File: config.mk
export PLATFORM = sky130hd
export DESIGN_NAME = mdio_scan_top
export DESIGN_NICKNAME = d
export VERILOG_FILES = /design/src/rtl/mdio_scan_pkg.sv /design/src/rtl/mdio_scan_seq.sv /design/src/rtl/mdio_scan_status.sv /design/src/rtl/mdio_scan_irq.sv /design/src/rtl/mdio_scan_top.sv
export SDC_FILE = /design/constraint.sdc
export NUM_CORES = 1
export LEC_CHECK = 0
export BUFFER_PORTS_ARGS = -buffer_cell sky130_fd_sc_hd__buf_2
export CORE_MARGIN = 8
export CORE_UTILIZATION = 41
export CTS_BUF_LIST = sky130_fd_sc_hd__clkbuf_8
export CTS_CLUSTER_DIAMETER = 60
export CTS_CLUSTER_SIZE = 8
export DETAILED_ROUTE_END_ITERATION = 12
export PLACE_DENSITY = 0.76
export RECOVER_POWER = 100
export SLEW_MARGIN = 0
export SYNTH_ARGS = -nofsm -noshare
export SYNTH_HDL_FRONTEND = slang
export SYNTH_SLANG_ARGS = --single-unit
File: constraint.sdc
create_clock -name clk -period 2.9 [get_ports clk]
set_input_delay 0.145 -clock clk [delete_from_list [all_inputs] [get_ports clk]]
set_output_delay 0.145 -clock clk [all_outputs]
set_load 0.02 [all_outputs]
File: src/rtl/mdio_scan_pkg.sv
package mdio_scan_pkg;

  typedef enum logic [1:0] {
    SQ_IDLE = 2'd0,
    SQ_POLL = 2'd1,
    SQ_SOFT = 2'd2
  } seq_state_t;

  // next poll address with wrap at the address count
  function automatic int unsigned wrap_next(input int unsigned a, input int unsigned n);
    return (a + 1 >= n) ? 0 : a + 1;
  endfunction

  // link state carried by a completed poll frame
  function automatic logic link_from(input logic ack, input logic [31:0] rd,
                                     input int unsigned bitpos);
    return ack & rd[bitpos];
  endfunction

endpackage

File: src/rtl/mdio_scan_seq.sv
module mdio_scan_seq
  import mdio_scan_pkg::*;
#(
  parameter int NPHY     = 32,
  parameter int DW       = 16,
  parameter int RW       = 5,
  parameter int STAT_REG = 1,
  parameter int LINK_BIT = 2,
  localparam int AW      = $clog2(NPHY)
) (
  input  logic          clk,
  input  logic          rst_n,
  input  logic          enable,
  input  logic          usr_req,
  input  logic          usr_wr,
  input  logic [AW-1:0] usr_phy,
  input  logic [RW-1:0] usr_reg,
  input  logic [DW-1:0] usr_wdata,
  output logic          usr_done,
  output logic          usr_ack,
  output logic [DW-1:0] usr_rdata,
  output logic          fe_req,
  output logic          fe_wr,
  output logic [AW-1:0] fe_phy,
  output logic [RW-1:0] fe_reg,
  output logic [DW-1:0] fe_wdata,
  input  logic          fe_done,
  input  logic          fe_ack,
  input  logic [DW-1:0] fe_rdata,
  output logic          idle,
  output logic          poll_upd,
  output logic [AW-1:0] poll_phy,
  output logic          poll_ack,
  output logic          poll_link
);

  seq_state_t    state;
  logic [AW-1:0] ptr;
  logic          soft_go;
  logic          poll_go;

  // named events for the checks below
  assign soft_go   = (state == SQ_IDLE) && enable && usr_req && !usr_done;
  assign poll_go   = (state == SQ_IDLE) && enable && !soft_go;
  assign poll_upd  = (state == SQ_POLL) && fe_done;
  assign poll_phy  = fe_phy;
  assign poll_ack  = fe_ack;
  assign poll_link = link_from(fe_ack, 32'(fe_rdata), LINK_BIT);

  assign fe_req = (state != SQ_IDLE);
  assign idle   = (state == SQ_IDLE) && !enable;

  always_ff @(posedge clk) begin
    if (!rst_n) begin
      state     <= SQ_IDLE;
      ptr       <= '0;
      fe_wr     <= 1'b0;
      fe_phy    <= '0;
      fe_reg    <= '0;
      fe_wdata  <= '0;
      usr_done  <= 1'b0;
      usr_ack   <= 1'b0;
      usr_rdata <= '0;
    end else begin
      usr_done <= 1'b0;
      case (state)
        SQ_IDLE: begin
          if (soft_go) begin
            state    <= SQ_SOFT;
            fe_wr    <= usr_wr;
            fe_phy   <= usr_phy;
            fe_reg   <= usr_reg;
            fe_wdata <= usr_wdata;
          end else if (poll_go) begin
            state    <= SQ_POLL;
            fe_wr    <= 1'b0;
            fe_phy   <= ptr;
            fe_reg   <= RW'(STAT_REG);
            fe_wdata <= '0;
          end
        end
        SQ_POLL: begin
          if (fe_done) begin
            state <= SQ_IDLE;
            ptr   <= AW'(wrap_next(int'(ptr), NPHY));
          end
        end
        SQ_SOFT: begin
          if (fe_done) begin
            state     <= SQ_IDLE;
            usr_done  <= 1'b1;
            usr_ack   <= fe_ack;
            usr_rdata <= fe_rdata;
          end
        end
        default: state <= SQ_IDLE;
      endcase
    end
  end

  // a frame is never dropped or altered before the engine finishes it
  a_r10_frame_held: assert property (@(posedge clk) disable iff (!rst_n)
    (fe_req && !fe_done) |=> (fe_req && $stable(fe_phy) && $stable(fe_reg) && $stable(fe_wr)));

  // idle never coexists with a frame in flight
  a_r9_idle_quiet: assert property (@(posedge clk) disable iff (!rst_n)
    idle |-> !fe_req);

  // a pending software access owns the next frame
  a_r7_soft_first: assert property (@(posedge clk) disable iff (!rst_n)
    soft_go |=> (fe_req && fe_phy == $past(usr_phy) && fe_reg == $past(usr_reg)
                 && fe_wr == $past(usr_wr)));

  // completion is a single-cycle pulse
  a_r8_done_pulse: assert property (@(posedge clk) disable iff (!rst_n)
    usr_done |=> !usr_done);

  // poll frames are reads of the status register
  a_r2_poll_shape: assert property (@(posedge clk) disable iff (!rst_n)
    poll_go |=> (fe_req && !fe_wr && fe_reg == RW'(STAT_REG)));

endmodule

File: src/rtl/mdio_scan_status.sv
module mdio_scan_status
#(
  parameter int NPHY = 32,
  localparam int AW  = $clog2(NPHY)
) (
  input  logic            clk,
  input  logic            rst_n,
  input  logic            poll_upd,
  input  logic [AW-1:0]   poll_phy,
  input  logic            poll_ack,
  input  logic            poll_link,
  output logic [NPHY-1:0] alive,
  output logic [NPHY-1:0] link,
  output logic [NPHY-1:0] chg_evt
);

  for (genvar i = 0; i < NPHY; i++) begin : g_phy
    logic hit;
    assign hit        = poll_upd && (poll_phy == AW'(i));
    assign chg_evt[i] = hit && (poll_link != link[i]);

    always_ff @(posedge clk) begin
      if (!rst_n) begin
        alive[i] <= 1'b0;
        link[i]  <= 1'b0;
      end else if (hit) begin
        alive[i] <= poll_ack;
        link[i]  <= poll_link;
      end
    end
  end

  // alive bit tracks the acknowledge of the latest poll
  a_r3_alive_follows: assert property (@(posedge clk) disable iff (!rst_n)
    poll_upd |=> (alive[$past(poll_phy)] == $past(poll_ack)));

  // a silent PHY reads as link down
  a_r4_silent_down: assert property (@(posedge clk) disable iff (!rst_n)
    (poll_upd && !poll_ack) |=> !link[$past(poll_phy)]);

  // at most one change event per completed poll
  a_r5_single_event: assert property (@(posedge clk) disable iff (!rst_n)
    $onehot0(chg_evt));

endmodule

File: src/rtl/mdio_scan_irq.sv
module mdio_scan_irq
#(
  parameter int NPHY = 32
) (
  input  logic            clk,
  input  logic            rst_n,
  input  logic [NPHY-1:0] chg_evt,
  input  logic            clr_wr,
  input  logic [NPHY-1:0] clr_bits,
  input  logic            mask_wr,
  input  logic [NPHY-1:0] mask_bits,
  output logic [NPHY-1:0] chg_raw,
  output logic [NPHY-1:0] chg_masked
);

  logic [NPHY-1:0] mask_q;
  logic [NPHY-1:0] clr_eff;

  assign clr_eff    = clr_wr ? clr_bits : '0;
  assign chg_masked = chg_raw & mask_q;

  always_ff @(posedge clk) begin
    if (!rst_n) begin
      chg_raw <= '0;
      mask_q  <= '0;
    end else begin
      chg_raw <= (chg_raw & ~clr_eff) | chg_evt;
      if (mask_wr) mask_q <= mask_bits;
    end
  end

  // a new change event survives a simultaneous clear
  a_r5_set_wins: assert property (@(posedge clk) disable iff (!rst_n)
    (|chg_evt) |=> ((chg_raw & $past(chg_evt)) == $past(chg_evt)));

  // cleared bits without a fresh event read zero afterwards
  a_r5_clear_takes: assert property (@(posedge clk) disable iff (!rst_n)
    (clr_wr && !(|chg_evt)) |=> ((chg_raw & $past(clr_bits)) == '0));

  // a new mask applies from the next cycle
  a_r6_mask_load: assert property (@(posedge clk) disable iff (!rst_n)
    (mask_wr && !(|chg_evt) && !clr_wr) |=> (chg_masked == (chg_raw & $past(mask_bits))));

endmodule

File: src/rtl/mdio_scan_top.sv
module mdio_scan_top
#(
  parameter int NPHY     = 32,
  parameter int DW       = 16,
  parameter int RW       = 5,
  parameter int STAT_REG = 1,
  parameter int LINK_BIT = 2,
  localparam int AW      = $clog2(NPHY)
) (
  input  logic            clk,
  input  logic            rst_n,
  input  logic            enable,
  input  logic            usr_req,
  input  logic            usr_wr,
  input  logic [AW-1:0]   usr_phy,
  input  logic [RW-1:0]   usr_reg,
  input  logic [DW-1:0]   usr_wdata,
  output logic            usr_done,
  output logic            usr_ack,
  output logic [DW-1:0]   usr_rdata,
  output logic            fe_req,
  output logic            fe_wr,
  output logic [AW-1:0]   fe_phy,
  output logic [RW-1:0]   fe_reg,
  output logic [DW-1:0]   fe_wdata,
  input  logic            fe_done,
  input  logic            fe_ack,
  input  logic [DW-1:0]   fe_rdata,
  input  logic            chg_clr_wr,
  input  logic [NPHY-1:0] chg_clr_bits,
  input  logic            chg_mask_wr,
  input  logic [NPHY-1:0] chg_mask_bits,
  output logic            idle,
  output logic [NPHY-1:0] alive,
  output logic [NPHY-1:0] link,
  output logic [NPHY-1:0] chg_raw,
  output logic [NPHY-1:0] chg_masked
);

  logic            poll_upd;
  logic [AW-1:0]   poll_phy;
  logic            poll_ack;
  logic            poll_link;
  logic [NPHY-1:0] chg_evt;

  mdio_scan_seq #(
    .NPHY(NPHY), .DW(DW), .RW(RW), .STAT_REG(STAT_REG), .LINK_BIT(LINK_BIT)
  ) u_seq (
    .clk(clk), .rst_n(rst_n), .enable(enable),
    .usr_req(usr_req), .usr_wr(usr_wr), .usr_phy(usr_phy), .usr_reg(usr_reg),
    .usr_wdata(usr_wdata), .usr_done(usr_done), .usr_ack(usr_ack), .usr_rdata(usr_rdata),
    .fe_req(fe_req), .fe_wr(fe_wr), .fe_phy(fe_phy), .fe_reg(fe_reg), .fe_wdata(fe_wdata),
    .fe_done(fe_done), .fe_ack(fe_ack), .fe_rdata(fe_rdata),
    .idle(idle), .poll_upd(poll_upd), .poll_phy(poll_phy),
    .poll_ack(poll_ack), .poll_link(poll_link)
  );

  mdio_scan_status #(.NPHY(NPHY)) u_status (
    .clk(clk), .rst_n(rst_n), .poll_upd(poll_upd), .poll_phy(poll_phy),
    .poll_ack(poll_ack), .poll_link(poll_link),
    .alive(alive), .link(link), .chg_evt(chg_evt)
  );

  mdio_scan_irq #(.NPHY(NPHY)) u_irq (
    .clk(clk), .rst_n(rst_n), .chg_evt(chg_evt),
    .clr_wr(chg_clr_wr), .clr_bits(chg_clr_bits),
    .mask_wr(chg_mask_wr), .mask_bits(chg_mask_bits),
    .chg_raw(chg_raw), .chg_masked(chg_masked)
  );

endmodule

==> impl_metrics.yaml <==
outcome:
  status: "finished, final reports clean"
sta:
  finalMaxSlewViolations: 0
  period_needed_ps: 2320
  fin_worst_skew_ps: 20.0
  tightest_slew_ps: 1120
  slew_headroom: 0.249
  tns_ps: 0
  post-route-period-util: 0.800
  rsz0062_at_grt: "no"
  final-hold-violation-count: 0
  max_clock_freq_ghz: 0.431
  setup_violations: 0
critical_path:
  crit_family: "flip-flops"
  path_cells: "nor4b_2 > o211ai_1 > a21oi_1"
  crit_type: "reg2reg"
  crit_path_end_kind: "flip-flop"
  worstPathArrival_ps: 2730
  cp.buffers_inverters: 0
  critical_path_required_ps: 3310
  slowest_stage: "dfxtp_1"
  slowest_delay_ps: 1020
  critPathMaxFanout: 33
  cp-start-kind: "flip-flop"
place:
  hpwl_um: 19000
  portBuffers: 289
  placed_area_sq_um: 9570
  gp_congestion: 0.838
  placed_cells: 1419
run:
  cap_violations: 0
grt:
  grt_overflow: 0
  grt_antenna_before_repair: 3
  grt_pass1_vias: 8194
  grt_pass1_wl_um: 45000
  grt_max_degree: 101
  globalRouteTotalUtil: 0.231
die:
  die_y_um: 156
  coreArea_sq_um: 19400
  fp-row-count: 51
  dieArea_sq_um: 24500
  initial_utilization: 0.417
  ios: 290
  die_w_um: 156
clock_tree:
  clockRootBuffer: "clkbuf_8"
  cts_resized: 0
  cts_max_level: 4
  cts.sinks: 180
  clk_pin_slew_ps: 100
  cts-hold-fix-buffers: 100
  cts_setup_buffers: 0
  clk_latency_ps: 480
  cts_tree: "yes"
  cts-buffers-inserted: 17
  clock_path_buffers: 2
logic_synthesis:
  synth.top_cell.area_share: 0.446
  synth.ff_latch_count: 180
  synthTopCellsByCount: "dfxtp_1 (180), a21oi_1 (116), nand2_1 (96)"
  synthFlopType: "dfxtp_1"
  ys_seq_area_frac: 0.446
  yosysWarnings: 0
  synthCells: 943
  yosysTopAreaCell: "dfxtp_1"
  synth_fp_nets: 1062
  syn_area_sq_um: 8080
  ys_types: 49
  synth.most_common_cell: "dfxtp_1"
  synth_edf_count: 0
  ys_top_cells_by_area: "dfxtp_1 (45%), a21oi_1 (7.2%), mux2i_1 (4.7%), nand2_1 (4.5%), o21ai_0 (3.5%)"
  async_flop_share: 0
  syn_avg_cell_area_sq_um: 8.57
finish:
  finish.net_count: 1392
  final_cells: 1551
  n_antenna_cell: 0
  syn_to_final_growth_pct: 32.4
  stdcell_area_sq_um: 10700
  final_util: 0.551
  drive_above_1_share: 0.131
detailed_routing:
  dr.max_layer_used: "met5"
  drc: 0
  first_pass_iters: 7
  drtIter0Drc: 742
  route.met3.wl_um: 2520
  route.met2.wl_um: 13100
  vias_per_cell: 5.39
  ant_nets: 0
  vias: 8362
  routedWlPerCell_um: 18.8
  drt-total-wl_um: 29100
  wirelength_met1_um: 12500
power:
  power_frac_seq: 0.527
  p_sw_uw: 1470
  p_comb_frac: 0.126
  power.leakage_uw: 0.00398
  swShare: 0.298
  intPower_uw: 3460
  ir_worst_vdd_v: 0.000283
  power_density_nw_per_um2: 460
  clkPwrFrac: 0.347
min_path:
  holdCritPathClass: "in2reg"
worst register-to-register path: stages (launching register included):
cell and delay, ps:
dfxtp_1 1020, nor4b_2 740, o211ai_1 280, a21oi_1 220
path summary, 6_finish.rpt:
| kind | from | end | slack, ps | cells after the start |
|---|---|---|---|---|
| worst min register to register | u_seq.usr_rdata[1]$_SDFFE_PN0P_ | u_seq.usr_rdata[1]$_SDFFE_PN0P_ | 460 | 2 |
| worst max register to register | u_seq.fe_phy[2]$_SDFFE_PN0P_ | u_irq.chg_raw[12]$_SDFF_PN0_ | 580 | 3 |
| worst min-delay path | chg_clr_bits[1] | u_irq.chg_raw[1]$_SDFF_PN0_ | 20 | 3 |
| worst max-delay path | u_seq.fe_phy[2]$_SDFFE_PN0P_ | u_irq.chg_raw[12]$_SDFF_PN0_ | 580 | 3 |
routing by layer:
metal,track usage,vias to the layer above
li1,-,4007
met1,0.283,3936
met2,0.365,355
met3,0.0747,58
met4,0.0966,6
met5,0,-
cell families (layout without fill, tap and decap cells):
logic type,Yosys count,after routing,synth area share
multiplexers,38,38,0.0471
AO/OA/AOI/OAI,283,283,0.208
AND/OR/NAND/NOR,340,340,0.237
XOR/XNOR,1,1,0.00108
buffers and inverters,97,440,0.0550
flip-flops,180,180,0.446
adder cells (fa/ha/maj),4,4,0.00619
area by class of cell:
cell class / instances / area (sq um)
Fill cell: 1820 / 8700
Multi-Input combinational cell: 666 / 4000
Sequential cell: 180 / 3600
Timing Repair Buffer: 403 / 2350
Tap cell: 265 / 332
Clock buffer: 18 / 248
Clock inverter: 14 / 136
Inverter: 5 / 23.8
per-stage QoR:
step                      setup slack (ps)  hold slack [ps]  power [uW]
after floorplan                       1410              263        2990
after global placement                 853              376        3160
after detailed placement               801              389        3180
after CTS                              765             1.94        4970
after global routing                   440             29.2        5110
final                                  580             23.0        4930
placed cells by master (no fill, tap or decap), types with 34 or more instances in the layout:
cell type / n
dfxtp_1: 180
clkbuf_1: 177
a21oi_1: 116
buf_2: 113
dlygate4sd3_1: 100
nand2_1: 96
nor2_1: 63
o21ai_0: 62
nand3_1: 55
mux2i_1: 38
and2_1: 34
power groups by stage:
stage	logic (uW)	registers, uW	clock network [uW]
finish	622	2600	1710
global route	675	2600	1830
CTS	630	2600	1740
detailed placement	523	2650	0
global placement	515	2650	0
floorplan	342	2640	0
Note: power is estimated with default switching activity, not from simulation.
